File: src/rtl/crb_pkg.sv
package crb_pkg;
  typedef enum logic [1:0] {
    MAP_DIRECT = 2'd0,
    MAP_LOW    = 2'd1,
    MAP_HIGH   = 2'd2
  } map_e;

  function automatic map_e decode_map(input logic fan_mode, input logic half_b);
    if (!fan_mode) return MAP_DIRECT;
    return half_b ? MAP_HIGH : MAP_LOW;
  endfunction
endpackage

File: src/rtl/crb_map.sv
module crb_map
  import crb_pkg::*;
#(
  parameter int DATA_W = 25,
  parameter int FAN_W  = 14
) (
  input  map_e              map_i,
  input  logic [DATA_W-1:0] data_i,
  output logic [2*FAN_W-1:0] mapped_o
);
  localparam int OUT_W  = 2 * FAN_W;
  localparam int HIGH_B = DATA_W - FAN_W;

  for (genvar i = 0; i < OUT_W; i++) begin : g_bit
    localparam int J = i % FAN_W;
    logic direct_b;
    if (i < DATA_W) begin : g_used
      assign direct_b = data_i[i];
    end else begin : g_pad
      assign direct_b = 1'b0;
    end
    always_comb begin
      unique case (map_i)
        MAP_LOW:  mapped_o[i] = data_i[J];
        MAP_HIGH: mapped_o[i] = data_i[HIGH_B+J];
        default:  mapped_o[i] = direct_b;
      endcase
    end
  end
endmodule

File: src/rtl/crb_gate.sv
module crb_gate (
  input  logic clk_i,
  input  logic rst_ni,
  input  logic cs_pri_ni,
  input  logic cs_sec_ni,
  output logic upd_en_o,
  output logic cs_pri_no,
  output logic cs_sec_no
);
  // hold only when both selects are deasserted
  assign upd_en_o = ~(cs_pri_ni & cs_sec_ni);

  always_ff @(posedge clk_i or negedge rst_ni) begin
    if (!rst_ni) begin
      cs_pri_no <= 1'b0;
      cs_sec_no <= 1'b0;
    end else begin
      cs_pri_no <= cs_pri_ni;
      cs_sec_no <= cs_sec_ni;
    end
  end

  assert_cs_pass_R7: assert property (@(posedge clk_i) disable iff (!rst_ni)
    1'b1 |=> (cs_pri_no == $past(cs_pri_ni)) && (cs_sec_no == $past(cs_sec_ni)));
endmodule

File: src/rtl/crb_outreg.sv
module crb_outreg #(
  parameter int OUT_W = 28
) (
  input  logic             clk_i,
  input  logic             rst_ni,
  input  logic             upd_en_i,
  input  logic [OUT_W-1:0] d_i,
  output logic [OUT_W-1:0] q_o
);
  always_ff @(posedge clk_i or negedge rst_ni) begin
    if (!rst_ni)       q_o <= '0;
    else if (upd_en_i) q_o <= d_i;
  end

  assert_hold_R5: assert property (@(posedge clk_i) disable iff (!rst_ni)
    !upd_en_i |=> $stable(q_o));
  assert_update_R6: assert property (@(posedge clk_i) disable iff (!rst_ni)
    upd_en_i |=> q_o == $past(d_i));
endmodule

File: src/rtl/crb_buffer.sv
module crb_buffer
  import crb_pkg::*;
#(
  parameter int DATA_W = 25,
  parameter int FAN_W  = 14,
  localparam int OUT_W = 2 * FAN_W
) (
  input  logic              clk_i,
  input  logic              rst_ni,
  input  logic              fan_mode_i,
  input  logic              half_b_i,
  input  logic              cs_pri_ni,
  input  logic              cs_sec_ni,
  input  logic [DATA_W-1:0] data_i,
  output logic [OUT_W-1:0]  q_o,
  output logic              cs_pri_no,
  output logic              cs_sec_no
);
  localparam int PAD_W = OUT_W - DATA_W;

  map_e             map_sel;
  logic [OUT_W-1:0] mapped;
  logic             upd_en;

  assign map_sel = decode_map(fan_mode_i, half_b_i);

  crb_map #(.DATA_W(DATA_W), .FAN_W(FAN_W)) u_map (
    .map_i   (map_sel),
    .data_i  (data_i),
    .mapped_o(mapped)
  );

  crb_gate u_gate (
    .clk_i    (clk_i),
    .rst_ni   (rst_ni),
    .cs_pri_ni(cs_pri_ni),
    .cs_sec_ni(cs_sec_ni),
    .upd_en_o (upd_en),
    .cs_pri_no(cs_pri_no),
    .cs_sec_no(cs_sec_no)
  );

  crb_outreg #(.OUT_W(OUT_W)) u_outreg (
    .clk_i   (clk_i),
    .rst_ni  (rst_ni),
    .upd_en_i(upd_en),
    .d_i     (mapped),
    .q_o     (q_o)
  );

  assert_direct_R1: assert property (@(posedge clk_i) disable iff (!rst_ni)
    (!fan_mode_i && upd_en) |=> q_o[DATA_W-1:0] == $past(data_i));
  assert_fan_copy_R3: assert property (@(posedge clk_i) disable iff (!rst_ni)
    (fan_mode_i && upd_en) |=> q_o[FAN_W +: FAN_W] == q_o[0 +: FAN_W]);
  assert_high_src_R4: assert property (@(posedge clk_i) disable iff (!rst_ni)
    (fan_mode_i && half_b_i && upd_en) |=> q_o[0 +: FAN_W] == $past(data_i[DATA_W-1 -: FAN_W]));
  assert_sec_low_R9: assert property (@(posedge clk_i) disable iff (!rst_ni)
    !cs_sec_ni |=> q_o == $past(mapped));

  if (PAD_W > 0) begin : g_pad_chk
    assert_pad_low_R2: assert property (@(posedge clk_i) disable iff (!rst_ni)
      (!fan_mode_i && upd_en) |=> q_o[OUT_W-1:DATA_W] == '0);
  end

  always_ff @(posedge clk_i) begin
    if (!rst_ni) assert_reset_R8: assert (q_o == '0 && !cs_pri_no && !cs_sec_no);
  end
endmodule

File: config.mk
export PLATFORM = sky130hd
export DESIGN_NAME = crb_buffer
export DESIGN_NICKNAME = d
export VERILOG_FILES = /design/src/rtl/crb_pkg.sv /design/src/rtl/crb_map.sv /design/src/rtl/crb_gate.sv /design/src/rtl/crb_outreg.sv /design/src/rtl/crb_buffer.sv
export SDC_FILE = /design/constraint.sdc
export NUM_CORES = 1
export LEC_CHECK = 0
export BUFFER_PORTS_ARGS = -buffer_cell sky130_fd_sc_hd__buf_2
export CAP_MARGIN = 20
export CORE_MARGIN = 2
export CORE_UTILIZATION = 40
export CTS_CLUSTER_SIZE = 14
export DETAILED_ROUTE_END_ITERATION = 6
export PLACE_DENSITY = 0.76
export SYNTH_ARGS = -nofsm -noshare
export SYNTH_HDL_FRONTEND = slang
export SYNTH_SLANG_ARGS = --single-unit
export TNS_END_PERCENT = 10
File: constraint.sdc
create_clock -name clk_i -period 1.1 [get_ports clk_i]
set_clock_uncertainty 0.05 [all_clocks]
set_input_delay 0 -clock clk_i [delete_from_list [all_inputs] [get_ports clk_i]]
set_output_delay 0 -clock clk_i [all_outputs]
set_load 0.05 [all_outputs]
* After elaboration in Yosys (flattened, before gate mapping)
Index checks and enable logic that the tools add are counted.
** Cells by class
- Equality and inequality tests :: 2
- Muxes and demuxes :: 30
- Bitwise gates (word level) :: 1
** Operators with widths (number)
- case mux 1 bit (2 select lines) :: 14
- 2-to-1 mux 1 bit :: 14
- 2-to-1 mux 2 bit :: 2
- == test 2 x 1 -> 1 bit, second input constant :: 1
- == test 2 bit, second input constant :: 1
- AND 1 bit :: 1
** Storage, ports and cells
- Flip-flop bits (word level) :: 30
- Input bits :: 31

* Longest topological paths before layout
Gate-level depths: netlist of the first run.
- Depth after elaboration :: 4
- Gate-level depth with buffers :: 6
- Mapped depth without buffers :: 3

* Hierarchy
Synthesis of the first run repeated with hierarchy kept, for this count alone.
** Second synthesis, totals
- Cell total of the unflattened synthesis :: 132
- Area total of the unflattened synthesis :: 1697.9 um^2
** By module, submodules not included
- crb_outreg :: times used 1, cells an instance 59, area each 1142.3 um^2, seq. area each 700.7 um^2
- crb_map :: times used 1, cells an instance 68, area each 485.5 um^2, seq. area each 0.0 um^2
- crb_gate :: times used 1, cells an instance 3, area each 53.8 um^2, seq. area each 50.0 um^2
- crb_buffer :: times used 1, cells an instance 2, area each 16.3 um^2, seq. area each 0.0 um^2

* Worst setup path before layout of the first run
Ideal clock, no wire load.
- Kind :: register to register
- Start point :: register, netlist name u_outreg.q_o[10]
- End point :: register u_outreg.q_o[10]
- Arrival time :: 0.824 ns
- Required time :: 0.968 ns
- Path slack :: 0.144 ns
- Cell stages (with the launch flop) :: 3
- Buffers on the path :: 0
- Clock period less this slack :: 0.956 ns
- Cells stage by stage :: dfrtp_1 > nor2_1 > a31oi_1
** RTL lines
- to (signal assigned) :: line crb_outreg.sv:12 : else if (upd_en_i) q_o <= d_i;
- to (decl) :: line crb_outreg.sv:8 : output logic [OUT_W-1:0] q_o

* Worst setup path after layout of the first run
- Start point :: input data_i[1]
- End point :: register u_outreg.q_o[15]
** Between the ends
- Longest elaborated chain between the ends :: 1
** RTL lines
- from (decl) :: line crb_buffer.sv:14 : input logic [DATA_W-1:0] data_i,
- case mux 1 bit (2 select lines) :: line crb_map.sv:23 : unique case (map_i)
Every way passes these cells.
A chain may end at the register's enable or synchronous reset.

==> summary.json, run 1 <==
{
  "status": {"value": "finished, violations left"},
  "failed_checks": {"value": "hold timing"},
  "post-route-period-util": {"value": 0.899},
  "maxCapViolCount": {"value": 0},
  "slew_headroom": {"value": 0.828},
  "drive_above_1_share": {"value": 0.347},
  "timing_worst_slew_pin_value": {"value": 256, "unit": "ps"},
  "ys_top_cells_by_area": {"value": "sky130_fd_sc_hd__dfrtp_1 (50%), sky130_fd_sc_hd__mux2i_1 (18%), sky130_fd_sc_hd__a211oi_1 (5.0%)"},
  "final_core_util": {"value": 0.574},
  "crit_chain": {"value": "dlygate4sd3_1 -> buf_2 -> mux2i_1 -> a211oi_1 -> a21o_1"},
  "slew_viol_final": {"value": 0},
  "worst-setup-path-type": {"value": "in -> reg"},
  "source_of_the_worst_hold_timing_path": {"value": "data_i[19]"},
  "endpoint_kind": {"value": "register"},
  "peakVddDrop": {"value": 0.908, "unit": "mV"},
  "cellLeakagePower": {"value": 1.11, "unit": "nW"},
  "number_of_buffers_on_the_longest_clock_path": {"value": 2},
  "r2r_slack": {"value": 390, "unit": "ps"},
  "finalNetCount": {"value": 246},
  "critPathBufInv": {"value": 2},
  "grt_antenna_before_repair": {"value": 0},
  "holdBufCountCts": {"value": 12},
  "cts_tree": {"value": "built"},
  "final_antenna_net_count": {"value": 0},
  "final_critical_path_setup_slack": {"value": 112, "unit": "ps"},
  "routed_wirelength": {"value": 3660, "unit": "µm"},
  "pre_cts_slack": {"value": 127, "unit": "ps"},
  "r2r_cells": {"value": 1},
  "launching_point_of_the_worst_reg2reg_path": {"value": "u_outreg.q_o[20]"},
  "timing.critical_path.from_type": {"value": "input pin"},
  "ctsResizeCount": {"value": 0},
  "clkTransAtPathRegs": {"value": 60, "unit": "ps"},
  "io_pins": {"value": 61},
  "setup_viol": {"value": 0},
  "via_count_of_the_first_global_routing_pass": {"value": 1252},
  "grt_setup_unrepaired": {"value": "false"},
  "drc": {"value": 0},
  "critical_path.max_fanout": {"value": 2},
  "clock_insertion_delay_worst_skew": {"value": 280, "unit": "ps"},
  "final_cell_area": {"value": 2090, "unit": "µm²"},
  "critical-path-slowest-cell": {"value": "sky130_fd_sc_hd__dlygate4sd3_1"},
  "postPlaceCellArea": {"value": 1870, "unit": "µm²"},
  "number_of_cts_inserted_buffers": {"value": 5},
  "critical_path_arrival": {"value": 1110, "unit": "ps"},
  "finalHoldViolCount": {"value": 1},
  "initial_core_util": {"value": 0.413},
  "final.fill_count": {"value": 328},
  "yosys_register_bits": {"value": 30},
  "grt_usage": {"value": 0.193},
  "critical_path_required": {"value": 1220, "unit": "ps"},
  "clock-sinks": {"value": 30},
  "place_hpwl": {"value": 2620, "unit": "µm"},
  "synth.avg_cell_area": {"value": 10.6, "unit": "µm²"},
  "cp_top_family": {"value": "buffers and inverters"},
  "synthDominantCellAreaShare": {"value": 0.500},
  "viasPerCell": {"value": 4.96},
  "final_common_cell": {"value": "sky130_fd_sc_hd__buf_2"},
  "core_region_area": {"value": 3630, "unit": "µm²"},
  "total_grt_overflow": {"value": 0},
  "totalNegativeSetupSlack": {"value": 0, "unit": "ps"},
  "pin_count_of_the_biggest_net_entering_global_routing": {"value": 50},
  "whs": {"value": -0.0276, "unit": "ps"},
  "yosysSeqAreaShare": {"value": 0.500},
  "syn_area": {"value": 1500, "unit": "µm²"},
  "drt_pre_antenna_iters": {"value": 4},
  "post_drt_wl_per_cell": {"value": 13.9, "unit": "µm"},
  "yosysWarnings": {"value": 0},
  "synth_nets": {"value": 173},
  "placement_rows": {"value": 22},
  "timing.hold.worst.class": {"value": "in -> reg"},
  "synth_top_cell_by_area": {"value": "sky130_fd_sc_hd__dfrtp_1"},
  "port_buffers": {"value": 60},
  "antennaDiodeCount": {"value": 0},
  "crit_path_max_incr_delay": {"value": 530, "unit": "ps"},
  "dr_total_vias": {"value": 1310},
  "clock-root-buffer": {"value": "sky130_fd_sc_hd__clkbuf_8"},
  "timing.fmax": {"value": 1010, "unit": "MHz"},
  "finalCriticalPeriod": {"value": 988, "unit": "ps"},
  "width_of_the_die": {"value": 65.2, "unit": "µm"},
  "drt_iter0_drc": {"value": 63},
  "power_density": {"value": 1500, "unit": "nW/µm²"},
  "routabilityCongestion": {"value": 0.781},
  "post_cts.repair.setup_buffers": {"value": 0},
  "dieArea": {"value": 4260, "unit": "µm²"},
  "die_height": {"value": 65.2, "unit": "µm"},
  "hold_depth": {"value": 3},
  "area_delta_synth_final": {"value": 39.0, "unit": "%"},
  "htreeDepth": {"value": 2},
  "hold-path-endpoint": {"value": "u_outreg.q_o[8]"},
  "grt_first_pass_wirelength": {"value": 6130, "unit": "µm"},
  "regToRegEndpoint": {"value": "u_outreg.q_o[20]"},
  "yosys.cell_types.count": {"value": 19},
  "netlist_instances": {"value": 142},
  "layout.cells.most_common_list": {"value": "sky130_fd_sc_hd__buf_2 (60), sky130_fd_sc_hd__dfrtp_1 (30), sky130_fd_sc_hd__mux2i_1 (27), sky130_fd_sc_hd__nand2_1 (19), sky130_fd_sc_hd__o21ai_0 (15)"}
}
## worst min-delay path, stage by stage
cell and delay [ps]:
sky130_fd_sc_hd__buf_2 100, sky130_fd_sc_hd__mux2i_1 70, sky130_fd_sc_hd__o21ai_0 130
## metal layers
layer | global-route usage | vias to the layer above | wire [µm]
met4 | 0.0859 | 0 | 79
li1 | - | 644 | -
met1 | 0.250 | 611 | 1630
met5 | 0 | - | 0
met3 | 0.0599 | 8 | 243
met2 | 0.296 | 47 | 1710
## per-stage QoR
step / instances / hold slack, ps / power (mW)
floorplan: 142 / -346 / 1.93
CTS: 264 / 0.738 / 3.16
finish: 264 / -0.0276 / 3.12
global placement: 244 / -86.8 / 2.21
global route: 264 / 10.1 / 3.30
detailed placement: 244 / -84.5 / 2.22
## worst max-delay path by stage
| stage | startpoint | end | slack [ps] | cells past startpoint |
|---|---|---|---|---|
| after floorplan | u_outreg.q_o[10] | u_outreg.q_o[10] | 140 | 2 |
| after global placement | cs_pri_ni | u_outreg.q_o[15] | 160 | 5 |
| after detailed placement | half_b_i | u_outreg.q_o[16] | 130 | 5 |
| after CTS | u_outreg.q_o[20] | q_o[20] | 110 | 1 |
| after global routing | data_i[8] | u_outreg.q_o[22] | 70 | 5 |
| final | data_i[1] | u_outreg.q_o[15] | 110 | 5 |
## layout make-up
| cell class | count | area (µm²) | area share |
|---|---|---|---|
| flip-flops and latches | 30 | 751 | 0.360 |
| clock buffers | 7 | 86.3 | 0.0414 |
| multi-input cells | 100 | 656 | 0.314 |
| repair buffers | 78 | 528 | 0.253 |
| well taps | 48 | 60.1 | 0.0288 |
| clock inverters | 1 | 5.00 | 0.00240 |
## kinds of logic after synthesis
kind of cell,share of synthesized area
compound gates,0.162
simple gates,0.0951
flops,0.500
mux,0.180
buf+inv,0.0625
## sequential cells by signal, summed over array words and instances (netlist names)
register and cells:
u_outreg.q_o 28, u_gate.cs_pri_no 1, u_gate.cs_sec_no 1
## synthesized netlist by cell type
master,count
sky130_fd_sc_hd__o21ai_1,1
sky130_fd_sc_hd__mux2i_1,27
sky130_fd_sc_hd__buf_6,1
sky130_fd_sc_hd__and2b_2,1
sky130_fd_sc_hd__o21ai_0,15
sky130_fd_sc_hd__nand3_1,1
sky130_fd_sc_hd__a31oi_1,2
sky130_fd_sc_hd__buf_4,2
sky130_fd_sc_hd__nand2_2,1
sky130_fd_sc_hd__buf_12,1
sky130_fd_sc_hd__clkbuf_1,2
sky130_fd_sc_hd__buf_8,1
sky130_fd_sc_hd__a21o_1,10
sky130_fd_sc_hd__nand2_1,19
sky130_fd_sc_hd__a211oi_1,10
sky130_fd_sc_hd__nor2_1,12
sky130_fd_sc_hd__dfrtp_1,30
sky130_fd_sc_hd__buf_2,5
sky130_fd_sc_hd__and2_1,1
## power by group
| group | leakage (nW) | internal (mW) | switching, mW | total [mW] |
|---|---|---|---|---|
| Sequential | 0.358 | 1.22 | 0.0570 | 1.27 |
| Clock | 0.0482 | 0.503 | 0.392 | 0.896 |
| Combinational | 0.699 | 0.295 | 0.659 | 0.954 |
Note: power is estimated with default switching activity, not from simulation.
==> run 2: changes to the inputs <==
--- a/config.mk
+++ b/config.mk
@@ -12,6 +12,7 @@
 export CTS_CLUSTER_SIZE = 14
 export DETAILED_ROUTE_END_ITERATION = 6
 export PLACE_DENSITY = 0.76
+export RECOVER_POWER = 100
 export SYNTH_ARGS = -nofsm -noshare
 export SYNTH_HDL_FRONTEND = slang
 export SYNTH_SLANG_ARGS = --single-unit
==> run 2 against run 1 <==
  * The flow still finishes with violations (hold timing)
  * Clock power barely moved
  * Clock-buffer cell count did not move
  * Critical path depth fell by 4
  * Non-clock buffer count did not move
  * Maximum frequency fell by 0.70%
  * Combinational power fell by 2%
  * Flip-flop and latch count did not move
  * Final cell count did not move
  * Largest cell class unchanged
==> summary.json, run 2 (synthesis results as in run 1) <==
{
  "initial_core_util": {"value": 0.413, "change": "unchanged"},
  "routed_wirelength": {"value": 3620, "unit": "µm", "change": "was 3660 µm"},
  "cts_tree": {"value": "built", "change": "unchanged"},
  "clock_insertion_delay_worst_skew": {"value": 280, "unit": "ps", "change": "about the same"},
  "total_switching_power": {"value": 1.11, "unit": "mW", "change": "about the same"},
  "endpoint_kind": {"value": "primary output", "change": "was register"},
  "final_antenna_net_count": {"value": 0, "change": "unchanged"},
  "ctsResizeCount": {"value": 0, "change": "unchanged"},
  "post_drt_wl_per_cell": {"value": 13.7, "unit": "µm", "change": "was 13.9 µm"},
  "relative_contribution_of_the_clock_network_to_total_power": {"value": 0.288, "change": "was 0.287"},
  "total_grt_overflow": {"value": 0, "change": "unchanged"},
  "grt_first_pass_wirelength": {"value": 6130, "unit": "µm", "change": "unchanged"},
  "clock-root-buffer": {"value": "sky130_fd_sc_hd__clkbuf_8", "change": "unchanged"},
  "combinationalPowerShare": {"value": 0.301, "change": "was 0.306"},
  "failed_checks": {"value": "hold timing", "change": "unchanged"},
  "status": {"value": "finished, violations left", "change": "unchanged"},
  "critical_path_arrival": {"value": 950, "unit": "ps", "change": "was 1110 ps"},
  "crit_path_max_incr_delay": {"value": 380, "unit": "ps", "change": "was 530 ps"},
  "layout.cells.most_common_list": {"value": "sky130_fd_sc_hd__clkbuf_2 (30), sky130_fd_sc_hd__dfrtp_1 (30), sky130_fd_sc_hd__mux2i_1 (27), sky130_fd_sc_hd__buf_2 (22), sky130_fd_sc_hd__nand2_1 (19)", "change": "was sky130_fd_sc_hd__buf_2 (60), sky130_fd_sc_hd__dfrtp_1 (30), sky130_fd_sc_hd__mux2i_1 (27), sky130_fd_sc_hd__nand2_1 (19), sky130_fd_sc_hd__o21ai_0 (15)"},
  "width_of_the_die": {"value": 65.2, "unit": "µm", "change": "unchanged"},
  "pin_count_of_the_biggest_net_entering_global_routing": {"value": 50, "change": "unchanged"},
  "finalNetCount": {"value": 246, "change": "unchanged"},
  "port_buffers": {"value": 60, "change": "unchanged"},
  "via_count_of_the_first_global_routing_pass": {"value": 1252, "change": "unchanged"},
  "grt_setup_unrepaired": {"value": "false", "change": "unchanged"},
  "slew_headroom": {"value": 0.549, "change": "was 0.828"},
  "placement_rows": {"value": 22, "change": "unchanged"},
  "maxCapViolCount": {"value": 0, "change": "unchanged"},
  "io_pins": {"value": 61, "change": "unchanged"},
  "r2r_slack": {"value": 390, "unit": "ps", "change": "about the same"},
  "area_delta_synth_final": {"value": 37.0, "unit": "%", "change": "was 39.0%"},
  "power_frac_seq": {"value": 0.411, "change": "was 0.408"},
  "whs": {"value": -0.937, "unit": "ps", "change": "was -0.0276 ps"},
  "grt_antenna_before_repair": {"value": 0, "change": "unchanged"},
  "final_cell_area": {"value": 2060, "unit": "µm²", "change": "was 2090 µm²"},
  "largest_reg_flops": {"value": 28, "change": "unchanged"},
  "viasPerCell": {"value": 4.95, "change": "was 4.96"},
  "critPathBufInv": {"value": 1, "change": "was 2"},
  "place_hpwl": {"value": 2620, "unit": "µm", "change": "unchanged"},
  "number_of_cts_inserted_buffers": {"value": 5, "change": "unchanged"},
  "critical_path_required": {"value": 1050, "unit": "ps", "change": "was 1220 ps"},
  "drt_pre_antenna_iters": {"value": 4, "change": "unchanged"},
  "cp_top_family": {"value": "flip-flops", "change": "was buffers and inverters"},
  "largest_register": {"value": "u_outreg.q_o", "change": "unchanged"},
  "critical-path-slowest-cell": {"value": "sky130_fd_sc_hd__dfrtp_1", "change": "was sky130_fd_sc_hd__dlygate4sd3_1"},
  "timing_worst_slew_pin_value": {"value": 676, "unit": "ps", "change": "was 256 ps"},
  "critical_path.max_fanout": {"value": 2, "change": "unchanged"},
  "peakVddDrop": {"value": 0.906, "unit": "mV", "change": "was 0.908 mV"},
  "number_of_buffers_on_the_longest_clock_path": {"value": 2, "change": "unchanged"},
  "switching_share": {"value": 0.357, "change": "was 0.355"},
  "post_cts.repair.setup_buffers": {"value": 0, "change": "unchanged"},
  "timing.fmax": {"value": 1000, "unit": "MHz", "change": "was 1010 MHz"},
  "worst-setup-path-type": {"value": "reg -> out", "change": "was in -> reg"},
  "drc": {"value": 0, "change": "unchanged"},
  "totalNegativeSetupSlack": {"value": 0, "unit": "ps", "change": "unchanged"},
  "largest_registers": {"value": "u_outreg.q_o (28), u_gate.cs_pri_no (1), u_gate.cs_sec_no (1)", "change": "unchanged"},
  "htreeDepth": {"value": 2, "change": "unchanged"},
  "timing.hold.worst.class": {"value": "in -> reg", "change": "unchanged"},
  "slew_viol_final": {"value": 0, "change": "unchanged"},
  "setup_viol": {"value": 0, "change": "unchanged"},
  "holdBufCountCts": {"value": 12, "change": "unchanged"},
  "dieArea": {"value": 4260, "unit": "µm²", "change": "unchanged"},
  "clkTransAtPathRegs": {"value": 60, "unit": "ps", "change": "about the same"},
  "crit_chain": {"value": "clkbuf_2", "change": "was dlygate4sd3_1 -> buf_2 -> mux2i_1 -> a211oi_1 -> a21o_1"},
  "finalCriticalPeriod": {"value": 995, "unit": "ps", "change": "was 988 ps"},
  "internal-power": {"value": 2.00, "unit": "mW", "change": "was 2.01 mW"},
  "antennaDiodeCount": {"value": 0, "change": "unchanged"},
  "finalHoldViolCount": {"value": 1, "change": "unchanged"},
  "timing.critical_path.from_type": {"value": "register", "change": "was input pin"},
  "routabilityCongestion": {"value": 0.781, "change": "unchanged"},
  "postPlaceCellArea": {"value": 1870, "unit": "µm²", "change": "unchanged"},
  "cellLeakagePower": {"value": 1.07, "unit": "nW", "change": "was 1.11 nW"},
  "drt_iter0_drc": {"value": 61, "change": "was 63"},
  "clock-sinks": {"value": 30, "change": "unchanged"},
  "post-route-period-util": {"value": 0.905, "change": "was 0.899"},
  "power_density": {"value": 1510, "unit": "nW/µm²", "change": "was 1500 nW/µm²"},
  "grt_usage": {"value": 0.193, "change": "unchanged"},
  "core_region_area": {"value": 3630, "unit": "µm²", "change": "unchanged"},
  "drive_above_1_share": {"value": 0.301, "change": "was 0.347"},
  "dr_total_vias": {"value": 1306, "change": "was 1310"},
  "die_height": {"value": 65.2, "unit": "µm", "change": "unchanged"}
}
==> run 2: cell types whose count changed in the layout (fill, tap and decap cells not counted) <==
cell                       previous run  this run
sky130_fd_sc_hd__buf_4                1         0
sky130_fd_sc_hd__buf_2               60        22
sky130_fd_sc_hd__o21ai_0             15        16
sky130_fd_sc_hd__clkbuf_1             1        11
sky130_fd_sc_hd__clkbuf_2             0        30
sky130_fd_sc_hd__o21ai_1              1         0
sky130_fd_sc_hd__buf_12               5         4
==> run 2: power by group through the flow <==
stage	logic (mW)	registers [mW]	clock network (mW)
after floorplan	0.243	1.69	0
after global placement	0.915	1.29	0
after detailed placement	0.925	1.29	0
after CTS	0.960	1.27	0.927
after global routing	0.999	1.29	0.995
final	0.935	1.28	0.893
==> run 2: final timing paths <==
check | from | endpoint | cells after the start
setup / recovery | u_outreg.q_o[20] | q_o[20] | 1
hold / removal | data_i[14] | u_outreg.q_o[3] | 3
setup reg to reg | u_outreg.q_o[20] | u_outreg.q_o[20] | 1
hold reg to reg | u_outreg.q_o[27] | u_outreg.q_o[27] | 2
max in group asynchronous | rst_ni | u_outreg.q_o[19] | 3
min in group asynchronous | rst_ni | u_outreg.q_o[13] | 3
==> run 2: tightest hold or removal path, delay by kind of cell <==
family,cells,cell delay (ps)
AOI/OAI and AO/OA,1,130
buffers and inverters,1,110
muxes,1,60
==> run 2: final cells by class <==
cell class | count | area, µm²
Clock buffer | 7 | 86.3
Clock inverter | 1 | 5.00
Fill cell | 333 | 1580
Multi-Input combinational cell | 100 | 656
Sequential cell | 30 | 751
Tap cell | 48 | 60.1
Timing Repair Buffer | 78 | 498
==> run 2: metrics by stage <==
| stage | instances | hold WS [ps] | worst slack (ps) | power (mW) | util |
|---|---|---|---|---|---|
| after floorplan | 142 | -346 | 144 | 1.93 | - |
| after global placement | 244 | -86.8 | 164 | 2.21 | 0.516 |
| after detailed placement | 244 | -84.5 | 127 | 2.22 | 0.516 |
| after CTS | 264 | 0.738 | 112 | 3.16 | 0.574 |
| after global routing | 264 | 10.1 | 43.6 | 3.28 | 0.566 |
| final | 264 | -0.937 | 105 | 3.11 | 0.566 |
==> run 2: layer usage <==
metal,part of all wire,global-route usage,vias up
met5,0,0,-
met4,0.022,0.0859,0
met3,0.068,0.0599,8
met2,0.47,0.296,47
met1,0.44,0.250,604
li1,-,-,647
